$ cat config.mk
export PLATFORM = sky130hd
export DESIGN_NAME = token_regulator
export DESIGN_NICKNAME = d
export VERILOG_FILES = /design/src/rtl/token_regulator_pkg.sv /design/src/rtl/token_bucket.sv /design/src/rtl/desc_fifo.sv /design/src/rtl/token_regulator.sv
export SDC_FILE = /design/constraint.sdc
export NUM_CORES = 1
export LEC_CHECK = 0
export CAP_MARGIN = 20
export CORE_MARGIN = 2
export CORE_UTILIZATION = 40
export CTS_BUF_LIST = sky130_fd_sc_hd__clkbuf_8
export DETAILED_ROUTE_END_ITERATION = 8
export PLACE_DENSITY = 0.66
export SLEW_MARGIN = 20
export SYNTH_ARGS = -nofsm -noshare
export SYNTH_HDL_FRONTEND = slang
export SYNTH_SLANG_ARGS = --single-unit
export TNS_END_PERCENT = 100
$ cat constraint.sdc
create_clock -name clk_i -period 24.8 [get_ports clk_i]
set_input_delay 4.96 -clock clk_i [delete_from_list [all_inputs] [get_ports clk_i]]
set_output_delay 4.96 -clock clk_i [all_outputs]
set_load 0.01 [all_outputs]
$ cat src/rtl/token_regulator_pkg.sv
package token_regulator_pkg;
  typedef enum logic {
    MODE_POLICE = 1'b0,
    MODE_SHAPE  = 1'b1
  } reg_mode_e;
endpackage

$ cat src/rtl/token_bucket.sv
module token_bucket #(
  parameter int TOK_W  = 16,
  parameter int FRAC_W = 8,
  parameter int RATE_W = 16,
  parameter int LEN_W  = 12
) (
  input  logic              clk_i,
  input  logic              rst_ni,
  input  logic [RATE_W-1:0] rate_i,
  input  logic [TOK_W-1:0]  depth_i,
  input  logic [LEN_W-1:0]  spend_i,
  output logic [TOK_W-1:0]  tok_o
);
  localparam int ACC_W = TOK_W + FRAC_W;
  localparam int SUM_W = ACC_W + 1;

  logic [ACC_W-1:0] acc_q, acc_d, cap, eff;
  logic [SUM_W-1:0] sum;

  assign cap   = {depth_i, {FRAC_W{1'b0}}};
  // all-ones reset value clamps to a full bucket whatever the depth
  assign eff   = (acc_q > cap) ? cap : acc_q;
  assign tok_o = eff[ACC_W-1:FRAC_W];

  assign sum   = SUM_W'(eff) - (SUM_W'(spend_i) << FRAC_W) + SUM_W'(rate_i);
  assign acc_d = (sum > SUM_W'(cap)) ? cap : sum[ACC_W-1:0];

  always_ff @(posedge clk_i or negedge rst_ni) begin
    if (!rst_ni) acc_q <= '1;
    else         acc_q <= acc_d;
  end
endmodule

$ cat src/rtl/desc_fifo.sv
module desc_fifo #(
  parameter int DEPTH = 4,
  parameter int W     = 12
) (
  input  logic                       clk_i,
  input  logic                       rst_ni,
  input  logic                       push_i,
  input  logic [W-1:0]               data_i,
  input  logic                       pop_i,
  output logic [W-1:0]               head_o,
  output logic                       empty_o,
  output logic                       full_o,
  output logic [$clog2(DEPTH+1)-1:0] cnt_o
);
  localparam int PTR_W = (DEPTH > 1) ? $clog2(DEPTH) : 1;
  localparam int CNT_W = $clog2(DEPTH + 1);

  logic [W-1:0]     mem_q [DEPTH];
  logic [PTR_W-1:0] wr_q, rd_q;
  logic [CNT_W-1:0] cnt_q;
  logic             do_push, do_pop;

  assign empty_o = (cnt_q == '0);
  assign full_o  = (cnt_q == CNT_W'(DEPTH));
  assign cnt_o   = cnt_q;
  assign head_o  = mem_q[rd_q];
  assign do_push = push_i && !full_o;
  assign do_pop  = pop_i && !empty_o;

  function automatic logic [PTR_W-1:0] nxt(input logic [PTR_W-1:0] p);
    return (p == PTR_W'(DEPTH - 1)) ? '0 : p + 1'b1;
  endfunction

  always_ff @(posedge clk_i or negedge rst_ni) begin
    if (!rst_ni) begin
      wr_q  <= '0;
      rd_q  <= '0;
      cnt_q <= '0;
    end else begin
      if (do_push) wr_q <= nxt(wr_q);
      if (do_pop)  rd_q <= nxt(rd_q);
      case ({do_push, do_pop})
        2'b10:   cnt_q <= cnt_q + 1'b1;
        2'b01:   cnt_q <= cnt_q - 1'b1;
        default: cnt_q <= cnt_q;
      endcase
    end
  end

  always_ff @(posedge clk_i) begin
    if (do_push) mem_q[wr_q] <= data_i;
  end
endmodule

$ cat src/rtl/token_regulator.sv
module token_regulator
  import token_regulator_pkg::*;
#(
  parameter int TOK_W  = 16,
  parameter int FRAC_W = 8,
  parameter int RATE_W = 16,
  parameter int LEN_W  = 12,
  parameter int QDEPTH = 4
) (
  input  logic              clk_i,
  input  logic              rst_ni,
  input  logic              mode_i,
  input  logic [RATE_W-1:0] rate_i,
  input  logic [TOK_W-1:0]  depth_i,
  input  logic              pkt_valid_i,
  output logic              pkt_ready_o,
  input  logic [LEN_W-1:0]  pkt_len_i,
  output logic              verdict_valid_o,
  output logic              verdict_conform_o,
  output logic [LEN_W-1:0]  verdict_len_o
);
  localparam int CNT_W = $clog2(QDEPTH + 1);

  reg_mode_e        mode;
  logic [TOK_W-1:0] tok;
  logic [LEN_W-1:0] spend, head_len;
  logic [CNT_W-1:0] fifo_cnt;
  logic             fifo_empty, fifo_full;
  logic             accept, rel, pol, pol_ok;
  logic             vv_q, vc_q;
  logic [LEN_W-1:0] vl_q;

  assign mode        = reg_mode_e'(mode_i);
  assign pkt_ready_o = (mode == MODE_SHAPE) ? !fifo_full : fifo_empty;
  assign accept      = pkt_valid_i && pkt_ready_o;

  // head is only eligible from stored entries, never bypassed
  assign rel    = !fifo_empty && (TOK_W'(head_len) <= tok);
  assign pol    = accept && (mode == MODE_POLICE);
  assign pol_ok = pol && (TOK_W'(pkt_len_i) <= tok);
  assign spend  = rel ? head_len : (pol_ok ? pkt_len_i : '0);

  token_bucket #(
    .TOK_W(TOK_W), .FRAC_W(FRAC_W), .RATE_W(RATE_W), .LEN_W(LEN_W)
  ) u_bucket (
    .clk_i   (clk_i),
    .rst_ni  (rst_ni),
    .rate_i  (rate_i),
    .depth_i (depth_i),
    .spend_i (spend),
    .tok_o   (tok)
  );

  desc_fifo #(
    .DEPTH(QDEPTH), .W(LEN_W)
  ) u_fifo (
    .clk_i   (clk_i),
    .rst_ni  (rst_ni),
    .push_i  (accept && (mode == MODE_SHAPE)),
    .data_i  (pkt_len_i),
    .pop_i   (rel),
    .head_o  (head_len),
    .empty_o (fifo_empty),
    .full_o  (fifo_full),
    .cnt_o   (fifo_cnt)
  );

  always_ff @(posedge clk_i or negedge rst_ni) begin
    if (!rst_ni) begin
      vv_q <= 1'b0;
      vc_q <= 1'b0;
      vl_q <= '0;
    end else begin
      vv_q <= rel || pol;
      vc_q <= rel || pol_ok;
      if (rel || pol) vl_q <= rel ? head_len : pkt_len_i;
    end
  end

  assign verdict_valid_o   = vv_q;
  assign verdict_conform_o = vc_q;
  assign verdict_len_o     = vl_q;
endmodule

==> results of run 1 <==
-- layer usage --
layer,vias up,track usage
li1,2452,-
met1,2424,0.238
met2,125,0.322
met3,27,0.0348
met4,0,0.0533
met5,-,0
-- Yosys cell counts, types with 3 or more instances --
library cell  instances
a211o_1               3
a211oi_1              4
a21o_1               25
a21oi_1              28
a31oi_1               3
a32o_1                5
a32oi_1               7
and2_1               10
and3_1                5
and4_1                3
clkbuf_1              8
dfrtp_1              21
dfstp_2              24
edfxtp_1             48
fa_1                  9
ha_1                 95
inv_1                80
mux2_2               44
mux2i_1              11
mux4_2               12
nand2_1              15
nand2b_1             10
nand3_1               7
nand4_1               8
nor2_1               17
nor2b_1               7
nor3_1                8
nor3b_1               4
nor4_1                3
o21a_1               12
o21ai_0              19
or3_1                 3
xnor2_1              16
xor2_1               11
-- state kept, by name (all words and copies together) (netlist names) --
name,flops
verdict_conform_o,1
u_fifo.cnt_o,3
verdict_valid_o,1
u_bucket.acc_q,24
u_fifo.rd_q,2
verdict_len_o,12
u_fifo.wr_q,2
u_fifo.mem_q,48
-- worst max-delay path, delay by kind of cell --
kind	cells	cell delay [ns]
adder cells (fa/ha/maj)	5	1.84
XOR/XNOR	1	0.13
AND/OR/NAND/NOR	8	1.91
buffers and inverters	6	1.30
multiplexers	3	1.13
AO/OA/AOI/OAI	15	4.40
-- worst max path at each step --
stage                    endpoint  depth (start not counted)
2_1_floorplan  u_bucket.acc_q[18]                         38
5_1_grt        u_bucket.acc_q[11]                         38
3_3_place_gp   u_bucket.acc_q[10]                         38
3_5_place_dp   u_bucket.acc_q[11]                         38
4_1_cts        u_bucket.acc_q[11]                         38
6_report       u_bucket.acc_q[11]                         38
-- cell families (layout without fill, tap and decap cells) --
kind of cell / count (synthesis) / after routing / synth area share
DFF: 93 / 93 / 0.367
AOI/OAI and AO/OA: 133 / 133 / 0.134
adders and majority gates: 105 / 105 / 0.195
and+or+nand+nor: 109 / 109 / 0.0869
buffers and inverters: 94 / 162 / 0.0527
xor gates and xnor gates: 27 / 27 / 0.0335
muxes: 69 / 69 / 0.130
-- cell type report --
cell class	instances	share of cell area
tap	225	0.0347
timing repair buffer	65	0.0786
inverter	81	0.0378
clock inverter	7	0.00847
clock buffer	9	0.0153
sequential	93	0.320
multi-input combinational	443	0.505
-- through the flow --
stage | setup slack [ns] | cells
global route | 8.55 | 923
CTS | 9.46 | 923
floorplan | 11.98 | 630
global placement | 9.27 | 907
finish | 9.42 | 923
detailed placement | 9.00 | 907
-- layout by cell type (no fill, tap or decap), drive strengths merged, types with 4 or more instances in the layout --
cell type and instances:
a211oi 4, a21o 25, a21oi 29, a32o 5, a32oi 7, and2 10, and3 5, buf 4
clkbuf 9, clkdlybuf4s50 61, dfrtp 21, dfstp 24, edfxtp 48, fa 9, ha 95, inv 84
mux2 44, mux2i 13, mux4 12, nand2 15, nand2b 10, nand3 7, nand4 8, nor2 17
nor2b 7, nor3 9, nor3b 4, o21a 12, o21ai 19, xnor2 16, xor2 11
==> summary.md, run 1 <==
| Metric | Value |
|---|---|
| Status | `finished clean` |
| Total Wirelength | `16800 um` |
| DRT met1 WL | `7520 um` |
| CTS max path bufs | `2` |
| Arr. time, crit path | `15.68 ns` |
| Flop-to-flop setup slack | `14.18 ns` |
| DP Wirelength | `12900 um` |
| Number of synthesized flops with an enable pin | `48` |
| Vias per cell | `5.45` |
| Hold Path Sink | `u_fifo.cnt_o[2]` |
| Fin util | `0.469` |
| GPL Wtd Cong | `0.886` |
| R2r worst-path depth | `36` |
| Clock sink count | `93` |
| Critical Path Max Stage Delay | `0.79 ns` |
| Critical setup path kind | `in -> reg` |
| Largest cells by area after synthesis | `edfxtp_1 20%, ha_1 17%, dfstp_2 8.9%` |
| Fin crit share | `0.620` |
| IO buf count | `62` |
| DIE AREA | `18800 um2` |
| Most frequent CP cell | `ha_1` |
| Ys Warns | `0` |
| CTS tree | `yes` |
| DR WL met2 | `8130 um` |
| Seq/Total Area, Yosys | `0.367` |
| Hold Path Class | `reg -> reg` |
| Post-DP Area | `7930 um2` |
| CTS buffer count | `9` |
| Startpoint class of the critical path | `input pin` |
| Worst-Skew Late Latency | `0.39 ns` |
| Clock-pin slew on the worst setup and hold paths | `0.09 ns` |
| Initial antenna violation count | `0` |
| Post-Syn Instances | `630` |
| Worst Tran Pin Value | `1.00 ns` |
| Hold path depth | `1` |
| FILL cells | `1601` |
| Initial core utilization | `0.409` |
| Mean area per synthesized cell | `11.2 um2` |
| Biggest area consumer among synthesized cells | `edfxtp_1` |
| Initial DRC count | `315` |
| Max Cap Viol | `0` |
| NumNets Final | `845` |
| Fmax | `0.0650 GHz` |
| Clock Skew | `0.0224 ns` |
| Post-CTS setup buffer count | `0` |
| Die Span Y | `137 um` |
| Largest net degree at the start of global routing | `46` |
| Fin crit period | `15.38 ns` |
| Row count | `48` |
| Max-slew headroom | `0.331` |
| Reg-to-reg endpoint | `u_bucket.acc_q[11]` |
| Vias | `5028` |
| Area of the multi-input gates | `4100 um2` |
| Share of the synthesized area in the top cell type | `0.204` |
| First-pass GRT wire length | `27100 um` |
| Final global-route overflow total | `0` |
| Root buf cell | `clkbuf_8` |
| Proportion of layout cells with a drive suffix above 1 | `0.160` |
| Register area | `2600 um2` |
| CP required | `25.10 ns` |
| RR Startpoint | `u_bucket.acc_q[19]` |
| Uppermost layer routed | `met4` |
| Final Setup Violations | `0` |
| Area Growth Syn to Fin | `14.9%` |
| CP max-delay cell | `a21oi_4` |
| Fin Setup TNS | `0 ns` |
| Vias in the first global route | `5373` |
| Post-synthesis async set-or-reset flop share | `0.484` |
| Most used flip-flop cell after synthesis | `edfxtp_1` |
| WL met3 | `861 um` |
| Die width | `137 um` |
| Design area | `8120 um2` |
| Hold Startpoint | `u_fifo.cnt_o[2]` |
| Fin Hold WS | `0.492 ns` |
| Post-CTS Resized | `0` |
| Post-Syn Nets | `782` |
| Avg WL per Cell | `18.2 um` |
| Detailed-route DRC error count | `0` |
| CP Capture Type | `flip-flop` |
| Diodes inserted | `0` |
| Worst setup path start | `depth_i[7]` |
| Final hold viol count | `0` |
| Crit path max fanout | `26` |
| Total core area | `17300 um2` |
| Post-route ant nets | `0` |
| IO Count | `63` |
| GR Util All Layers | `0.187` |
| Netlist cell types | `66` |
| # hold bufs at CTS | `0` |
| Flops & latches, synth | `93` |
| RSZ-0062 raised after global routing | `false` |
| Cell area after synthesis | `7070 um2` |
| Drt first pass iters | `4` |
| Max Slew Vio Count | `0` |
| H-tree level count | `3` |
Power of run 1 is not shown: default switching activity piles up to over one toggle a cycle in this logic, so the estimate is an artifact.
==> inputs of run 2 (changes only) <==
--- a/config.mk
+++ b/config.mk
@@ -10,7 +10,7 @@
 export CORE_UTILIZATION = 40
 export CTS_BUF_LIST = sky130_fd_sc_hd__clkbuf_8
 export DETAILED_ROUTE_END_ITERATION = 8
-export PLACE_DENSITY = 0.66
+export PLACE_DENSITY = 0.68
 export SLEW_MARGIN = 20
 export SYNTH_ARGS = -nofsm -noshare
 export SYNTH_HDL_FRONTEND = slang
==> constraint.sdc (replaced) <==
create_clock -name clk_i -period 12.7 [get_ports clk_i]
set_input_delay 2.54 -clock clk_i [delete_from_list [all_inputs] [get_ports clk_i]]
set_output_delay 2.54 -clock clk_i [all_outputs]
set_load 0.01 [all_outputs]
==> run 2 against run 1 <==
First-iteration DRC count is 8.6% higher. Utilization is 0.16 points higher. Design area is 0.34% higher. Critical endpoint unchanged. Worst hold slack better by 0.0083 ns. Worst setup slack worse by 8.5 ns. Clock skew is 0.0082 ns lower. Via count is 1.4% higher. Sequential share of layout area is 0.11 points lower. Die area stayed put. Register-to-register slack worse by 11 ns. Final cell count is 0.22% higher. Sequential cell count stayed put.
==> summary.md, run 2 (synthesis gave the netlist of run 1 again) <==
| Metric | Value |
|---|---|
| Max FFs per register | `48` |
| Arr. time, crit path | `12.14 ns` |
| Initial DRC count | `342` |
| First-pass GRT wire length | `27500 um` |
| Worst Tran Pin Value | `0.901 ns` |
| NumNets Final | `847` |
| Worst-Skew Late Latency | `0.39 ns` |
| Root buf cell | `clkbuf_8` |
| Die Span Y | `137 um` |
| RR Startpoint | `u_bucket.acc_q[19]` |
| FILL cells | `1580` |
| DR WL met2 | `8140 um` |
| CP required | `13.01 ns` |
| Fin Hold WS | `0.500 ns` |
| CTS buffer count | `9` |
| Startpoint class of the critical path | `input pin` |
| RSZ-0062 raised after global routing | `false` |
| Detailed-route DRC error count | `0` |
| Reg-to-reg endpoint | `u_bucket.acc_q[11]` |
| Total Wirelength | `17100 um` |
| Drt first pass iters | `4` |
| Final global-route overflow total | `0` |
| Post-DP Area | `7940 um2` |
| Clock Skew | `0.0142 ns` |
| DP Wirelength | `13100 um` |
| DRT met1 WL | `7740 um` |
| Fin util | `0.471` |
| CTS tree | `yes` |
| Final Setup Violations | `0` |
| Initial antenna violation count | `0` |
| Max-slew headroom | `0.399` |
| IO buf count | `62` |
| Most flops, register | `u_fifo.mem_q` |
| Hold path depth | `1` |
| CTS max path bufs | `2` |
| Proportion of layout cells with a drive suffix above 1 | `0.163` |
| Area Growth Syn to Fin | `15.3%` |
| Post-route ant nets | `0` |
| Post-CTS setup buffer count | `0` |
| Die width | `137 um` |
| WL met3 | `855 um` |
| R2r worst-path depth | `34` |
| Vias | `5097` |
| Total core area | `17300 um2` |
| Final hold viol count | `0` |
| H-tree level count | `3` |
| DIE AREA | `18800 um2` |
| Critical Path Max Stage Delay | `0.54 ns` |
| Design area | `8150 um2` |
| Avg WL per Cell | `18.5 um` |
| Max Cap Viol | `0` |
| Flop-to-flop setup slack | `3.27 ns` |
| Clock sink count | `93` |
| Clock-pin slew on the worst setup and hold paths | `0.09 ns` |
| GPL Wtd Cong | `0.860` |
| Hold Startpoint | `u_fifo.cnt_o[2]` |
| CP max-delay cell | `clkdlybuf4s50_1` |
| Fmax | `0.0845 GHz` |
| GR Util All Layers | `0.193` |
| Vias per cell | `5.51` |
| Max Slew Vio Count | `0` |
| Initial core utilization | `0.409` |
| # hold bufs at CTS | `0` |
| Most frequent cells in the layout | `95 x ha_1, 80 x inv_1, 61 x clkdlybuf4s50_1` |
| Hold Path Class | `reg -> reg` |
| Status | `finished clean` |
| Row count | `48` |
| Fin Setup TNS | `0 ns` |
| Uppermost layer routed | `met4` |
| Diodes inserted | `0` |
| Post-CTS Resized | `0` |
| Most common cell after layout, fill and taps aside | `ha_1` |
| IO Count | `63` |
| Hold Path Sink | `u_fifo.cnt_o[2]` |
| Largest net degree at the start of global routing | `46` |
| Fin crit period | `11.83 ns` |
| Crit path max fanout | `15` |
| Vias in the first global route | `5349` |
| Critical setup path kind | `in -> reg` |
| Fin crit share | `0.931` |
| CP Capture Type | `flip-flop` |
run 2: cell types whose count changed in the layout (fill, tap and decap cells not counted):
cell	change
clkinv_8	-1
buf_4	+2
clkinv_4	-1
bufinv_16	+1
clkinvlp_4	+1
run 2: cell type report:
cell class,count,area (um2),area share
clock buffers,9,124,0.0152
clock inverters,7,81.3,0.00998
inverters,81,307,0.0376
multi-input cells,443,4100,0.504
flip-flops and latches,93,2600,0.319
well taps,225,282,0.0346
repair buffers,67,653,0.0802
run 2: worst max-delay path, delay by kind of cell:
family	cells	cell delay, ns
buffers and inverters	5	1.10
and+or+nand+nor	5	1.16
xor gates and xnor gates	1	0.13
adders and majority gates	5	1.68
AOI/OAI and AO/OA	18	4.67
muxes	2	0.83
run 2: per-layer routing:
metal,vias up,track usage
met5,-,0
met2,127,0.324
met1,2486,0.250
li1,2458,-
met4,0,0.0682
met3,26,0.0337
run 2: worst max path at each step:
stage,startpoint,to,slack (ns),cells past startpoint
after floorplan,depth_i[7],u_bucket.acc_q[18],2.30,38
after global placement,depth_i[7],u_bucket.acc_q[15],0.74,38
after detailed placement,depth_i[11],u_bucket.acc_q[16],0.54,38
after CTS,depth_i[11],u_bucket.acc_q[11],0.94,38
after global routing,depth_i[11],u_bucket.acc_q[16],0.11,36
final,depth_i[7],u_bucket.acc_q[11],0.87,36
run 2: through the flow:
| step | setup WS [ns] | cells |
|---|---|---|
| finish | 0.872 | 925 |
| global route | 0.113 | 925 |
| CTS | 0.939 | 925 |
| detailed placement | 0.543 | 909 |
| global placement | 0.740 | 909 |
| floorplan | 2.30 | 630 |
Power of run 2 is left out for the same reason.
==> inputs of run 3 (changes only) <==
--- a/config.mk
+++ b/config.mk
@@ -14,5 +14,6 @@
 export SLEW_MARGIN = 20
 export SYNTH_ARGS = -nofsm -noshare
 export SYNTH_HDL_FRONTEND = slang
+export SYNTH_HIERARCHICAL = 1
 export SYNTH_SLANG_ARGS = --single-unit
 export TNS_END_PERCENT = 100
==> run 3 against run 2 <==
Worst hold slack gained 0.028 ns. Largest cell class unchanged. Clock-buffer cell count is the same. Clock skew grew 0.010 ns. Wire length grew 6.0%. Sequential cell count is the same. Utilization shrank 0.89 points. Final cell count grew 13%. Worst setup slack lost 0.093 ns. Die area grew 7.1%.
==> summary.md, run 3 <==
| Metric | Value |
|---|---|
| Status | `finished clean` |
| Critical Path Max Stage Delay | `0.70 ns` |
| IO buf count | `62` |
| Share of the synthesized area in the top cell type | `0.190` |
| Placed insts | `1029` |
| Vias per cell | `5.53` |
| Worst-Skew Late Latency | `0.39 ns` |
| Critical setup path kind | `in -> reg` |
| NumNets Final | `960` |
| Initial antenna violation count | `0` |
| Final Setup Violations | `0` |
| Crit path max fanout | `25` |
| # hold bufs at CTS | `0` |
| Fmax | `0.0839 GHz` |
| CP max-delay cell | `a21oi_4` |
| Avg WL per Cell | `17.3 um` |
| Max Slew Vio Count | `0` |
| Vias in the first global route | `5643` |
| Flops & latches, synth | `93` |
| Max Cap Viol | `0` |
| H-tree level count | `3` |
| Seq/Total Area, Yosys | `0.342` |
| CP required | `13.01 ns` |
| Post-CTS setup buffer count | `0` |
| CTS buffer count | `9` |
| Fin util | `0.462` |
| Max-slew headroom | `0.435` |
| Total core area | `18600 um2` |
| First-pass GRT wire length | `29400 um` |
| Die width | `142 um` |
| Most frequent cells after synthesis | `120 x inv_1, 97 x ha_1, 56 x a21oi_1, 49 x nand2_1, 48 x edfxtp_1` |
| Initial DRC count | `567` |
| GR Util All Layers | `0.187` |
| Max FFs per register | `48` |
| Most common cell after layout, fill and taps aside | `inv_1` |
| Initial core utilization | `0.407` |
| Startpoint class of the critical path | `input pin` |
| Detailed-route DRC error count | `0` |
| Row count | `50` |
| Biggest area consumer among synthesized cells | `edfxtp_1` |
| Most used flip-flop cell after synthesis | `edfxtp_1` |
| Clock sink count | `93` |
| Vias | `5780` |
| Final hold viol count | `0` |
| Proportion of layout cells with a drive suffix above 1 | `0.125` |
| Number of synthesized flops with an enable pin | `48` |
| Most flops, register | `u_fifo/mem_q` |
| CTS tree | `yes` |
| Diodes inserted | `0` |
| DIE AREA | `20100 um2` |
| Die Span Y | `142 um` |
| Most frequent cells in the layout | `120 x inv_1, 97 x ha_1, 61 x clkdlybuf4s50_1` |
| CP Capture Type | `flip-flop` |
| Worst Tran Pin Value | `0.845 ns` |
| Fin Setup TNS | `0 ns` |
| Post-route ant nets | `0` |
| Total Wirelength | `18100 um` |
| Post-Syn Nets | `900` |
| Netlist cell types | `72` |
| Cell area after synthesis | `7590 um2` |
| Final std cells w/o fill | `1045` |
| RSZ-0062 raised after global routing | `false` |
| Post-CTS Resized | `0` |
| Drt first pass iters | `5` |
| DP Wirelength | `14100 um` |
| Mean area per synthesized cell | `10.2 um2` |
| Clock-pin slew on the worst setup and hold paths | `0.10 ns` |
| CTS max path bufs | `2` |
| Hold Path Class | `reg -> reg` |
| Largest cells by area after synthesis | `edfxtp_1 19%, ha_1 16%, dfstp_2 8.3%` |
| Fin crit share | `0.939` |
| Area Growth Syn to Fin | `13.6%` |
| Most instantiated library cell after synthesis | `inv_1` |
| Arr. time, crit path | `12.23 ns` |
| GPL Wtd Cong | `0.857` |
| Fin crit period | `11.92 ns` |
| Post-synthesis async set-or-reset flop share | `0.484` |
| Clock Skew | `0.0244 ns` |
| Root buf cell | `clkbuf_8` |
| Final global-route overflow total | `0` |
| Largest net degree at the start of global routing | `46` |
| Ys Warns | `6` |
| IO Count | `63` |
| Post-Syn Instances | `746` |
run 3: area by class of cell:
cell class,instances,area (um2)
multi-input combinational,515,4430
tap,234,293
timing repair buffer,67,653
clock buffer,9,124
sequential,93,2600
fill,1775,10000
clock inverter,7,70.1
inverter,120,450
run 3: kinds of logic after synthesis:
logic type / share of synthesized area
muxes: 0.0978
AOI/OAI and AO/OA: 0.145
xor gates and xnor gates: 0.0275
adders and majority gates: 0.184
and+or+nand+nor: 0.128
DFF: 0.342
buffers and inverters: 0.0749
run 3: final timing paths:
kind,endpoint,cells after the start,slack (ns),startpoint
max,u_bucket/acc_q[14],34,0.78,depth_i[15]
min,u_fifo/cnt_o[2],1,0.53,u_fifo/cnt_o[2]
max reg2reg,u_bucket/acc_q[14],32,3.14,u_bucket/acc_q[23]
min reg2reg,u_fifo/cnt_o[2],1,0.53,u_fifo/cnt_o[2]
max in group asynchronous,u_fifo/rd_q[0],2,10.02,rst_ni
min in group asynchronous,verdict_valid_o,2,2.25,rst_ni
run 3: layer usage:
layer | vias to the layer above | GRT usage | wire length, um
met5 | - | 0 | 0
met4 | 0 | 0.0505 | 281
met3 | 22 | 0.0277 | 1050
met2 | 163 | 0.292 | 8220
met1 | 2791 | 0.270 | 8580
li1 | 2804 | - | -
run 3: critical path, delay by kind of cell:
kind            cells  cell delay (ns)
compound gates     14             4.56
xor+xnor            1             0.13
fa+ha+maj           4             1.52
buf+inv             5             1.14
mux                 2             0.75
simple gates        8             1.59
run 3: per-stage QoR:
step	area, um2	setup slack [ns]	hold slack, ns
finish	8620	0.780	0.528
global route	8620	0.0663	0.564
CTS	8610	0.821	0.529
detailed placement	8420	0.407	0.515
global placement	8420	0.566	0.506
floorplan	7590	3.24	0.482
Power of run 3 is left out for the same reason.
